File: src/rtl/tmr_pkg.sv
package tmr_pkg;
  localparam logic [3:0] OFF_LOAD = 4'h0;
  localparam logic [3:0] OFF_CNT  = 4'h4;
  localparam logic [3:0] OFF_CTRL = 4'h8;
  localparam logic [3:0] OFF_STAT = 4'hC;

  localparam int BIT_HOLD   = 0;
  localparam int BIT_DIV_LO = 2;
  localparam int BIT_RELOAD = 6;
  localparam int BIT_RUN    = 7;
  localparam int BIT_STAT   = 8;

  typedef enum logic [1:0] {
    DIV_1    = 2'd0,
    DIV_16   = 2'd1,
    DIV_256  = 2'd2,
    DIV_256B = 2'd3
  } div_e;

  typedef struct packed {
    logic run;
    logic reload;
    div_e div;
    logic hold;
  } ctrl_t;
endpackage

File: src/rtl/tmr_prescaler.sv
module tmr_prescaler
  import tmr_pkg::*;
#(
  parameter int PRE_LO = 4,
  parameter int PRE_HI = 8
) (
  input  logic clk_i,
  input  logic rst_ni,
  input  logic run_i,
  input  logic restart_i,
  input  div_e div_i,
  output logic tick_o
);
  logic [PRE_HI-1:0] pre_q;

  always_ff @(posedge clk_i or negedge rst_ni) begin
    if (!rst_ni)        pre_q <= '0;
    else if (restart_i) pre_q <= '0;
    else if (run_i)     pre_q <= pre_q + 1'b1;
  end

  always_comb begin
    unique case (div_i)
      DIV_1:   tick_o = run_i;
      DIV_16:  tick_o = run_i && (&pre_q[PRE_LO-1:0]);
      default: tick_o = run_i && (&pre_q);
    endcase
  end
endmodule

File: src/rtl/tmr_counter.sv
module tmr_counter #(
  parameter int CNT_W = 23
) (
  input  logic             clk_i,
  input  logic             rst_ni,
  input  logic             tick_i,
  input  logic             run_i,
  input  logic             reload_sel_i,
  input  logic [CNT_W-1:0] load_val_i,
  input  logic             prime_i,
  input  logic [CNT_W-1:0] prime_val_i,
  output logic [CNT_W-1:0] cnt_o,
  output logic             fire_o
);
  localparam logic [CNT_W-1:0] CNT_MAX = '1;

  logic [CNT_W-1:0] cnt_q;
  logic             at_zero;

  assign at_zero = (cnt_q == '0);
  assign fire_o  = tick_i && at_zero;
  assign cnt_o   = cnt_q;

  always_ff @(posedge clk_i or negedge rst_ni) begin
    if (!rst_ni)               cnt_q <= '0;
    else if (prime_i && !run_i) cnt_q <= prime_val_i;
    else if (tick_i)           cnt_q <= at_zero ? (reload_sel_i ? load_val_i : CNT_MAX)
                                                : cnt_q - 1'b1;
  end
endmodule

File: src/rtl/tmr_regs.sv
module tmr_regs
  import tmr_pkg::*;
#(
  parameter int CNT_W  = 23,
  parameter int DATA_W = 32,
  parameter int ADDR_W = 4
) (
  input  logic              clk_i,
  input  logic              rst_ni,
  input  logic              sel_i,
  input  logic              we_i,
  input  logic [ADDR_W-1:0] addr_i,
  input  logic [DATA_W-1:0] wdata_i,
  output logic [DATA_W-1:0] rdata_o,
  input  logic [CNT_W-1:0]  cnt_i,
  input  logic              fire_i,
  output ctrl_t             ctrl_o,
  output logic [CNT_W-1:0]  load_o,
  output logic              load_wr_o,
  output logic              run_rise_o,
  output logic              stat_o
);
  ctrl_t            ctrl_q;
  logic [CNT_W-1:0] load_q;
  logic             stat_q;
  logic             wr, ctrl_wr, stat_clr;
  logic             unused_wdata;

  assign wr         = sel_i && we_i;
  assign load_wr_o  = wr && (addr_i == ADDR_W'(OFF_LOAD));
  assign ctrl_wr    = wr && (addr_i == ADDR_W'(OFF_CTRL));
  assign stat_clr   = wr && (addr_i == ADDR_W'(OFF_STAT)) && (wdata_i == '0);
  assign run_rise_o = ctrl_wr && wdata_i[BIT_RUN] && !ctrl_q.run;
  assign unused_wdata = ^wdata_i;

  always_ff @(posedge clk_i or negedge rst_ni) begin
    if (!rst_ni) begin
      ctrl_q <= '0;
      load_q <= '0;
    end else begin
      if (load_wr_o) load_q <= wdata_i[CNT_W-1:0];
      if (ctrl_wr) begin
        ctrl_q.hold   <= wdata_i[BIT_HOLD];
        ctrl_q.div    <= div_e'(wdata_i[BIT_DIV_LO+1:BIT_DIV_LO]);
        ctrl_q.reload <= wdata_i[BIT_RELOAD];
        ctrl_q.run    <= wdata_i[BIT_RUN];
      end
    end
  end

  // underflow beats a same-cycle clear so no event is lost
  always_ff @(posedge clk_i or negedge rst_ni) begin
    if (!rst_ni)           stat_q <= 1'b0;
    else if (fire_i)       stat_q <= 1'b1;
    else if (!ctrl_q.hold) stat_q <= 1'b0;
    else if (stat_clr)     stat_q <= 1'b0;
  end

  always_comb begin
    rdata_o = '0;
    unique case (addr_i)
      ADDR_W'(OFF_LOAD), ADDR_W'(OFF_STAT): rdata_o[CNT_W-1:0] = load_q;
      ADDR_W'(OFF_CNT):  rdata_o[CNT_W-1:0] = cnt_i;
      ADDR_W'(OFF_CTRL): begin
        rdata_o[BIT_HOLD]                 = ctrl_q.hold;
        rdata_o[BIT_DIV_LO+1:BIT_DIV_LO]  = ctrl_q.div;
        rdata_o[BIT_RELOAD]               = ctrl_q.reload;
        rdata_o[BIT_RUN]                  = ctrl_q.run;
        rdata_o[BIT_STAT]                 = stat_q;
      end
      default: rdata_o = '0;
    endcase
  end

  assign ctrl_o = ctrl_q;
  assign load_o = load_q;
  assign stat_o = stat_q;
endmodule

File: src/rtl/rld_timer.sv
module rld_timer
  import tmr_pkg::*;
#(
  parameter int CNT_W  = 23,
  parameter int DATA_W = 32,
  parameter int ADDR_W = 4,
  parameter int PRE_LO = 4,
  parameter int PRE_HI = 8
) (
  input  logic              clk_i,
  input  logic              rst_ni,
  input  logic              sel_i,
  input  logic              we_i,
  input  logic [ADDR_W-1:0] addr_i,
  input  logic [DATA_W-1:0] wdata_i,
  output logic [DATA_W-1:0] rdata_o,
  output logic              irq_o
);
  ctrl_t            ctrl;
  logic [CNT_W-1:0] load_q, cnt;
  logic             load_wr, run_rise, stat, tick, fire;

  tmr_regs #(.CNT_W(CNT_W), .DATA_W(DATA_W), .ADDR_W(ADDR_W)) i_regs (
    .clk_i, .rst_ni, .sel_i, .we_i, .addr_i, .wdata_i, .rdata_o,
    .cnt_i(cnt), .fire_i(fire), .ctrl_o(ctrl), .load_o(load_q),
    .load_wr_o(load_wr), .run_rise_o(run_rise), .stat_o(stat)
  );

  tmr_prescaler #(.PRE_LO(PRE_LO), .PRE_HI(PRE_HI)) i_pre (
    .clk_i, .rst_ni, .run_i(ctrl.run), .restart_i(run_rise),
    .div_i(ctrl.div), .tick_o(tick)
  );

  tmr_counter #(.CNT_W(CNT_W)) i_cnt (
    .clk_i, .rst_ni, .tick_i(tick), .run_i(ctrl.run),
    .reload_sel_i(ctrl.reload), .load_val_i(load_q),
    .prime_i(load_wr), .prime_val_i(wdata_i[CNT_W-1:0]),
    .cnt_o(cnt), .fire_o(fire)
  );

  // pulse with hold clear (status lasts one cycle), level with hold set
  assign irq_o = stat;
endmodule

File: config.mk
export PLATFORM = sky130hd
export DESIGN_NAME = rld_timer
export DESIGN_NICKNAME = d
export VERILOG_FILES = /design/src/rtl/tmr_pkg.sv /design/src/rtl/tmr_prescaler.sv /design/src/rtl/tmr_counter.sv /design/src/rtl/tmr_regs.sv /design/src/rtl/rld_timer.sv
export SDC_FILE = /design/constraint.sdc
export NUM_CORES = 1
export LEC_CHECK = 0
export BUFFER_PORTS_ARGS = -buffer_cell sky130_fd_sc_hd__buf_2
export CAP_MARGIN = 20
export CORE_UTILIZATION = 24
export DETAILED_ROUTE_END_ITERATION = 10
export MAX_ROUTING_LAYER = met4
export PLACE_DENSITY = 0.4
export SLEW_MARGIN = 10
export SYNTH_ARGS = -nofsm -noshare
export SYNTH_HDL_FRONTEND = slang
export SYNTH_SLANG_ARGS = --single-unit
File: constraint.sdc
create_clock -name clk_i -period 6.8 [get_ports clk_i]
set_input_delay 1.36 -clock clk_i [delete_from_list [all_inputs] [get_ports clk_i]]
set_output_delay 1.36 -clock clk_i [all_outputs]
set_load 0.005 [all_outputs]
==> results.toml, run 1 <==
[synth]
synth_top_cell_area_share = 0.377
synth.area.top_cells = "dfrtp_1 38%, mux2_2 7.9%, mux2i_1 6.3%"
ys_seq_elements = 60
syn_avg_cell_area_sq_um = 9.55
ys_async_sr_fraction = 1.00
synth.distinct_cells = 51
synth.most_common_cell = "dfrtp_1"
synth_commonest_cells = "60 x dfrtp_1, 40 x nand2_1, 28 x mux2_2, 25 x mux2i_1"
synth_edf_count = 0
synth_area_sq_mm = 0.00398
synth_top_area_cell = "dfrtp_1"
synth_seq_area_share = 0.377
syn_inst = 417
ys.flop_type = "dfrtp_1"
yosysWarnings = 0

[detailed_routing]
drtIter0Drc = 207
drc = 0
first_pass_iters = 5
routed_via_density = 5.13
wl_mm = 13.1
route.detailed.wl_per_inst_um = 19.0
vias = 3541
ant_nets = 0

[sta]
setup_viol = 0
hold_viol_final = 0
slew_headroom = 0.341
max_freq_mhz = 226
slew_viol_final = 0
rsz0062_at_grt = "false"
min_period_over_period = 0.650
post-route-min-period_ns = 4.42
worst_pin_slew_ns = 0.981
skew_ns = 0.00582
finalSetupTns_ns = 0

[floorplanning]
io_pins = 73
core_region_area_sq_mm = 0.0161
die_w_um = 131
die-height_um = 131
placementRows = 46
dieArea_sq_mm = 0.0171
start_util = 0.248

[setup_path]
r2r-end = "i_cnt.cnt_o[4]$_DFFE_PN0P_"
reg2reg_depth = 5
regToRegStartpoint = "i_cnt.cnt_o[6]$_DFFE_PN0P_"
crit_path_start_kind = "input port"
crit_fanout = 17
worstPathRequired_ns = 5.44
rrSetupSlack_ns = 3.47
critPathArrivalTime_ns = 3.06
cp-end-kind = "primary output"
crit_type = "input port to primary output"

[power]
p_per_area_mw_per_mm2 = 350
p_sw_mw = 0.638
peakVddDrop_v = 0.000120
swShare = 0.383
total_power_mw = 1.67
internal-power_mw = 1.03
combPwrFrac = 0.363
leakagePower_nw = 2.14
share_seq_of_total_power = 0.375
clkPwrFrac = 0.262

[clock_tree]
cts_setup_buffers = 0
htreeDepth = 3
cts-resized-gates = 0
clk_latency_ns = 0.33
cts_sinks = 60
cts_tree = "done"
clockBufferDepth = 2
clkSlewWorstSetupHoldPaths_ns = 0.05
ctsHoldBuffers = 0
numCtsBuffers = 9
cts_root_buf = "clkbuf_16"

[global_routing]
antenna_found_initial = 0
grt_pass1_wl_mm = 20.8
grt_pass1_vias = 3536
track_usage = 0.169
grt_max_degree = 61
grt-ovfl-total = 0

[min_path]
holdPathEnd = "i_pre.pre_q[7]$_DFFE_PN0P_"
holdPathStages = 1
min_from = "i_pre.pre_q[7]$_DFFE_PN0P_"
hp-class = "flop to flop"

[finish]
layout.nets = 512
layout.cells.non_filler = 690
drive_gt1_frac = 0.274
syn2layout_area_growth_pct = 19.7
diodes = 0
stdcell_area_sq_mm = 0.00477

[place]
hpwlAfterDp_mm = 8.91
globalplace.congestion = 0.790
numPortBuffers = 63
postPlaceCellArea_sq_mm = 0.00448
placed_cells = 674

[job]
max_cap_viol_count = 0

[outcome]
status = "finished clean"
## worst max-delay path by stage
| stage | start | endpoint | cells past startpoint |
|---|---|---|---|
| 3_3_place_gp | addr_i[1] | rdata_o[21] | 5 |
| 2_1_floorplan | addr_i[1] | rdata_o[10] | 5 |
| 3_5_place_dp | addr_i[1] | rdata_o[10] | 5 |
| 6_report | addr_i[1] | rdata_o[11] | 5 |
| 4_1_cts | addr_i[1] | rdata_o[10] | 5 |
| 5_1_grt | addr_i[1] | rdata_o[9] | 5 |
## cells in the final DEF (no fill, tap or decap), drive strengths merged, types with 5 or more instances in the layout
cell type / synthesis / routed
a211oi: 13 / 13
a22o: 22 / 22
a22oi: 5 / 5
a31o: 13 / 13
buf: 16 / 71
clkbuf: 22 / 15
conb: 1 / 9
dfrtp: 60 / 60
inv: 5 / 5
mux2: 28 / 28
mux2i: 25 / 25
nand2: 40 / 40
nand3: 7 / 7
nor2: 13 / 13
nor2b: 6 / 6
nor3: 11 / 11
nor4: 8 / 8
o21ai: 18 / 18
o22a: 5 / 5
o22ai: 12 / 12
or2: 5 / 5
or3: 19 / 19
xnor2: 7 / 7
xor2: 8 / 8
## final cells by class
cell class	instances	area, sq um
Tap cell	216	270
Sequential cell	60	1500
Multi-Input combinational cell	322	2320
Clock inverter	1	5.00
Inverter	5	18.8
Clock buffer	15	278
Fill cell	1731	11300
Timing Repair Buffer	71	375
## metal layers
metal	track usage	vias to the layer above	part of all wire
met2	0.265	75	0.49
met3	0.0187	15	0.034
met5	-	-	0
li1	-	1677	-
met4	0.0656	0	0.017
met1	0.222	1774	0.46
## sequential cells by signal, summed over array words and instances (netlist names)
signal and flops:
i_cnt.cnt_o 23, i_regs.stat_o 1, i_regs.ctrl_o 5, i_pre.pre_q 8, i_regs.load_o 23
## cells by family after synthesis
kind of cell | after synthesis | share of synthesized area
AO/OA/AOI/OAI | 113 | 0.211
multiplexers | 53 | 0.142
buffers and inverters | 43 | 0.0531
adder cells (fa/ha/maj) | 3 | 0.00943
flip-flops | 60 | 0.377
XOR/XNOR | 15 | 0.0330
other | 1 | 0.000942
AND/OR/NAND/NOR | 129 | 0.174
## critical path, stage by stage
cell and delay, ns:
buf_2 0.10, or2_2 0.40, nor3b_4 0.81, a22o_1 0.27, buf_2 0.11
## power by group through the flow
| stage | Sequential, mW | Clock [mW] | Combinational (mW) |
|---|---|---|---|
| floorplan | 0.558 | 0 | 0.486 |
| global placement | 0.630 | 0 | 0.594 |
| detailed placement | 0.628 | 0 | 0.602 |
| CTS | 0.623 | 0.448 | 0.606 |
| global route | 0.648 | 0.464 | 0.676 |
| finish | 0.625 | 0.437 | 0.606 |
## stage by stage
| stage | utilization | setup slack [ns] | hold slack [ns] |
|---|---|---|---|
| finish | 0.297 | 2.38 | 0.488 |
| global placement | 0.279 | 2.35 | 0.469 |
| CTS | 0.297 | 2.34 | 0.490 |
| floorplan | - | 2.55 | 0.451 |
| global route | 0.297 | 2.22 | 0.514 |
| detailed placement | 0.279 | 2.32 | 0.478 |
No activity file was read; power rests on OpenSTA's default activity.
==> run 2: changes to the inputs <==
ABC_AREA = 1   (was not set)
clock period = 4.39 ns   (was 6.8 ns; I/O delays follow)
==> run 2 against run 1 <==
Net effect: synthesized cell count rose by 46%; via count up 18%; sequential power up 46%; non-clock buffer count decreased by 2; combinational power up 88%; worst hold slack about the same; die area rose by 3.9%; global-route usage rose by 1.1 points; sequential share of layout area shrank 1.2 points; register-to-register slack lost 1.3 ns; utilization hardly changed; first-iteration DRC count is 54% higher; critical endpoint is now rdata_o[7].
==> results.toml, run 2 <==
[detailed_routing]
routed_via_density = 4.66
first_pass_iters = 5
wl_mm = 14.7
drtIter0Drc = 319
route.detailed.wl_per_inst_um = 16.5
ant_nets = 0
drc = 0
vias = 4163

[finish]
diodes = 0
final_cell_mix = "151 x nand2_1, 88 x inv_1, 66 x nor2_1, 63 x buf_2, 60 x dfrtp_1"
final_common_cell = "nand2_1"
layout.nets = 712
layout.cells.non_filler = 894
syn2layout_area_growth_pct = 19.6
drive_gt1_frac = 0.190

[power]
peakVddDrop_v = 0.000202
total_power_mw = 2.79
p_per_area_mw_per_mm2 = 563
leakagePower_nw = 2.48

[setup_path]
r2r-end = "i_cnt.cnt_o[5]$_DFFE_PN0P_"
rrSetupSlack_ns = 2.20
worstSetupStartpoint = "addr_i[1]"
crit_end = "rdata_o[7]"
reg2reg_depth = 9
crit_type = "input port to primary output"
cp-end-kind = "primary output"
worstPathRequired_ns = 3.51
crit_path_start_kind = "input port"
critPathArrivalTime_ns = 2.25
crit_fanout = 14
regToRegStartpoint = "i_cnt.cnt_o[0]$_DFFE_PN0P_"

[floorplanning]
io_pins = 73
dieArea_sq_mm = 0.0178
start_util = 0.248
die_w_um = 133
core_region_area_sq_mm = 0.0167
placementRows = 47
die-height_um = 133

[synth]
syn_avg_cell_area_sq_um = 6.80
synth_area_sq_mm = 0.00414
synth_top_area_cell = "dfrtp_1"
ys_async_sr_fraction = 1.00
yosysWarnings = 0
synth.most_common_cell = "nand2_1"
synth_top_cell_area_share = 0.363
ys.flop_type = "dfrtp_1"
syn_inst = 609
synth.distinct_cells = 34
synth_commonest_cells = "151 x nand2_1, 88 x inv_1, 66 x nor2_1, 60 x dfrtp_1, 58 x nand3_1"
synth_edf_count = 0
synth_seq_area_share = 0.363
ys_seq_elements = 60
synth.area.top_cells = "dfrtp_1 36%, nand2_1 14%, inv_1 8.0%"

[outcome]
status = "finished clean"

[global_routing]
grt_pass1_wl_mm = 23.3
grt-ovfl-total = 0
track_usage = 0.180
grt_max_degree = 36
grt_pass1_vias = 4076
antenna_found_initial = 0

[sta]
hold_ws_ns = 0.488
skew_ns = 0.0118
slew_viol_final = 0
min_period_over_period = 0.713
post-route-min-period_ns = 3.13
worst_pin_slew_ns = 0.883
max_freq_mhz = 319
slew_headroom = 0.412
setup_viol = 0
finalSetupTns_ns = 0
hold_viol_final = 0
rsz0062_at_grt = "false"

[place]
globalplace.congestion = 0.889
placed_cells = 877
hpwlAfterDp_mm = 11.0
numPortBuffers = 63

[clock_tree]
cts-resized-gates = 0
ctsHoldBuffers = 0
cts_tree = "done"
numCtsBuffers = 9
htreeDepth = 3
clkSlewWorstSetupHoldPaths_ns = 0.05
cts_setup_buffers = 0
cts_root_buf = "clkbuf_16"
clk_latency_ns = 0.34
cts_sinks = 60
clockBufferDepth = 2

[min_path]
hp-class = "flop to flop"

[job]
max_cap_viol_count = 0
-- run 2: cell types whose count changed after synthesis, moves of 14 or more --
cell / before / now
o21ai_1: 0 / 14
mux2_2: 28 / 0
clkbuf_1: 22 / 6
nand2_1: 40 / 151
mux2i_1: 25 / 0
or3_1: 18 / 0
a22o_1: 22 / 0
inv_1: 5 / 88
a21oi_1: 4 / 21
nor2_1: 13 / 66
nand3_1: 7 / 58
-- run 2: cell families (layout without fill, tap and decap cells) --
family / count (synthesis) / count (layout) / synth area share
buf+inv: 121 / 178 / 0.126
xor+xnor: 6 / 6 / 0.0127
compound gates: 98 / 98 / 0.143
flops: 60 / 60 / 0.363
simple gates: 320 / 320 / 0.346
fa+ha+maj: 3 / 3 / 0.00906
other cells: 1 / 9 / 0.000905
-- run 2: worst min path at each step --
stage                             startpoint                       endpoint  slack, ns  cells after the start
2_1_floorplan   i_regs.load_o[0]$_DFFE_PN0P_   i_regs.load_o[0]$_DFFE_PN0P_       0.45                      2
3_3_place_gp    i_regs.load_o[0]$_DFFE_PN0P_   i_regs.load_o[0]$_DFFE_PN0P_       0.47                      2
3_5_place_dp   i_regs.load_o[21]$_DFFE_PN0P_  i_regs.load_o[21]$_DFFE_PN0P_       0.48                      2
4_1_cts        i_regs.load_o[21]$_DFFE_PN0P_  i_regs.load_o[21]$_DFFE_PN0P_       0.49                      2
5_1_grt           i_pre.pre_q[7]$_DFFE_PN0P_     i_pre.pre_q[7]$_DFFE_PN0P_       0.51                      1
6_report          i_pre.pre_q[6]$_DFFE_PN0P_     i_pre.pre_q[6]$_DFFE_PN0P_       0.49                      1
-- run 2: area by class of cell --
| class | instances | area (sq um) |
|---|---|---|
| clock buffer | 12 | 256 |
| fill | 1910 | 11700 |
| inverter | 93 | 350 |
| multi-input combinational | 436 | 2150 |
| timing repair buffer | 69 | 368 |
| sequential | 60 | 1500 |
| clock inverter | 4 | 47.5 |
| tap | 220 | 275 |
-- run 2: layer usage --
layer,track usage,wire length [um],vias to the layer above
li1,-,-,2067
met1,0.235,6780,1991
met2,0.280,7110,83
met3,0.0217,459,22
met4,0.0821,374,0
met5,-,0,-
-- run 2: stage by stage --
step	setup WS, ns	area [sq um]	utilization
floorplan	1.85	4170	-
global placement	1.33	4630	0.277
detailed placement	1.29	4630	0.277
CTS	1.29	4940	0.296
global route	1.10	4950	0.297
finish	1.26	4950	0.297
-- run 2: where the power goes --
| part | leakage, nW | total [mW] | switching, mW | internal [mW] |
|---|---|---|---|---|
| clock | 0.149 | 0.738 | 0.270 | 0.468 |
| sequential | 0.721 | 0.910 | 0.188 | 0.722 |
| combinational | 1.61 | 1.14 | 0.771 | 0.370 |
| total | 2.48 | 2.79 | 1.23 | 1.56 |
-- run 2: worst max-delay path, cell delays in order --
cell      delay, ns
buf_2          0.09
nor2_2         0.06
inv_2          0.08
nor2_1         0.06
a21oi_2        0.46
buf_4          0.35
o221ai_1       0.13
buf_2          0.14
==> run 3: changes to the inputs <==
PLACE_DENSITY = 0.41   (was 0.4)
clock period = 2.6 ns   (was 4.39 ns; I/O delays follow)
==> run 3 against run 2 <==
Net effect: combinational power is 73% higher; first-iteration DRC count is 21% lower; die area stayed put; largest power group unchanged; clock skew is 0.0055 ns lower; sequential share of layout area is 0.21 points lower; clock power is 69% higher; sequential cell count stayed put; non-clock buffer count is 4 higher; cell count is 0.45% higher; setup slack worse by 0.92 ns.
==> results.toml, run 3 (synthesis results as in run 2) <==
[sta]
min_period_over_period = 0.870
max_freq_mhz = 442
post-route-min-period_ns = 2.26
slew_headroom = 0.544
worst_pin_slew_ns = 0.685
slew_viol_final = 0
finalSetupTns_ns = 0
hold_viol_final = 0
rsz0062_at_grt = "false"
skew_ns = 0.00629
setup_viol = 0

[finish]
n_fill_cell = 1870
drive_gt1_frac = 0.195
fin_util = 0.299
layout.nets = 716
final_cell_mix = "151 x nand2_1, 88 x inv_1, 66 x nor2_1, 63 x buf_2, 60 x dfrtp_1"
seqCellArea_sq_mm = 0.00150
diodes = 0
syn2layout_area_growth_pct = 20.4
final_common_cell = "nand2_1"
multiInputGateArea_sq_mm = 0.00215

[floorplanning]
dieArea_sq_mm = 0.0178
die-height_um = 133
core_region_area_sq_mm = 0.0167
io_pins = 73
die_w_um = 133
start_util = 0.248
placementRows = 47

[setup_path]
critPathArrivalTime_ns = 1.74
cp-end-kind = "primary output"
crit_type = "input port to primary output"
slowest_stage = "nor2_2"
crit_fanout = 14
cp_cell_sequence = "buf_2 > nor2_2 > inv_2 > nor2_1 > a21oi_2 > buf_4 > o221ai_1 > buf_2"
reg2reg_depth = 9
worstPathRequired_ns = 2.08
cpMostUsedCell = "buf_2"
cp.depth = 8
crit_family = "buffers and inverters"
crit_path_start_kind = "input port"
crit_buf_inv = 4
cpPeakStageDelay_ns = 0.24

[power]
combPwrFrac = 0.415
clkPwrFrac = 0.264
share_seq_of_total_power = 0.321
leakagePower_nw = 2.50
p_sw_mw = 2.08
swShare = 0.439
p_per_area_mw_per_mm2 = 949
internal-power_mw = 2.65
peakVddDrop_v = 0.000316

[detailed_routing]
routed_via_density = 4.68
drc = 0
ant_nets = 0
drtIter0Drc = 251
route.detailed.wl_per_inst_um = 16.4
wl_mm = 14.8
vias = 4200
first_pass_iters = 4

[clock_tree]
ctsHoldBuffers = 0
numCtsBuffers = 9
clk_latency_ns = 0.35
cts_tree = "done"
cts_setup_buffers = 0
clkSlewWorstSetupHoldPaths_ns = 0.05
cts_sinks = 60
htreeDepth = 3
cts_root_buf = "clkbuf_16"
cts-resized-gates = 0
clockBufferDepth = 2

[global_routing]
grt_pass1_vias = 4194
grt_max_degree = 47
grt_util_met3 = 0.0247
busiest_layer = "met2"
grt.met2_usage = 0.292
grt_use_met1 = 0.223
antenna_found_initial = 0
track_usage = 0.180
grt-ovfl-total = 0
grt_pass1_wl_mm = 23.3

[outcome]
status = "finished clean"

[min_path]
hp-class = "input port to asynchronous set/reset pin"

[place]
hpwlAfterDp_mm = 11.0
numPortBuffers = 63
globalplace.congestion = 0.884

[job]
max_cap_viol_count = 0
==> run 3: cell count changes in the layout (fill, tap and decap cells not counted), sizes merged <==
cell	delta
buf	+4
==> run 3: routing by layer <==
layer,vias to the layer above,part of all wire,wire length (um)
met3,22,0.041,602
met5,-,0,0
met1,1997,0.44,6520
met2,98,0.49,7300
met4,0,0.023,344
li1,2083,-,-
==> run 3: worst paths after layout <==
kind | from | end | slack [ns]
max reg2reg | i_cnt.cnt_o[0]$_DFFE_PN0P_ | i_cnt.cnt_o[3]$_DFFE_PN0P_ | 0.59
min in group clk_i | wdata_i[0] | i_cnt.cnt_o[0]$_DFFE_PN0P_ | 0.44
max | addr_i[1] | rdata_o[7] | 0.34
min reg2reg | i_pre.pre_q[6]$_DFFE_PN0P_ | i_pre.pre_q[6]$_DFFE_PN0P_ | 0.49
min | rst_ni | i_regs.load_o[13]$_DFFE_PN0P_ | 0.21
max in group asynchronous | rst_ni | i_cnt.cnt_o[3]$_DFFE_PN0P_ | 1.75
==> run 3: worst register-to-register path: cells and delay by family (launching register included) <==
| kind | cells | cell delay (ns) |
|---|---|---|
| fa+ha+maj | 1 | 0.22 |
| buf+inv | 2 | 0.58 |
| flops | 1 | 0.44 |
| simple gates | 6 | 0.67 |
==> run 3: power by group through the flow <==
stage / Sequential [mW] / Clock (mW) / Combinational, mW
finish: 1.52 / 1.25 / 1.97
global route: 1.56 / 1.32 / 2.25
floorplan: 1.43 / 0 / 1.46
CTS: 1.52 / 1.28 / 1.98
detailed placement: 1.53 / 0 / 1.97
global placement: 1.53 / 0 / 1.96
==> run 3: metrics by stage <==
| stage | total power, mW | instances | hold WS [ns] | cell area, sq um | setup slack (ns) |
|---|---|---|---|---|---|
| CTS | 4.77 | 898 | 0.238 | 4990 | 0.348 |
| floorplan | 2.89 | 617 | 0.224 | 4170 | 0.772 |
| global placement | 3.48 | 882 | 0.475 | 4680 | 0.391 |
| global route | 5.13 | 898 | 0.256 | 4990 | 0.203 |
| finish | 4.73 | 898 | 0.215 | 4990 | 0.337 |
| detailed placement | 3.50 | 882 | 0.480 | 4680 | 0.355 |
==> run 3: layout make-up <==
class                      instances  area share
multi-input combinational        436       0.432
sequential                        60       0.301
timing repair buffer              73      0.0808
inverter                          93      0.0702
tap                              220      0.0552
clock buffer                      12      0.0514
clock inverter                     4     0.00953
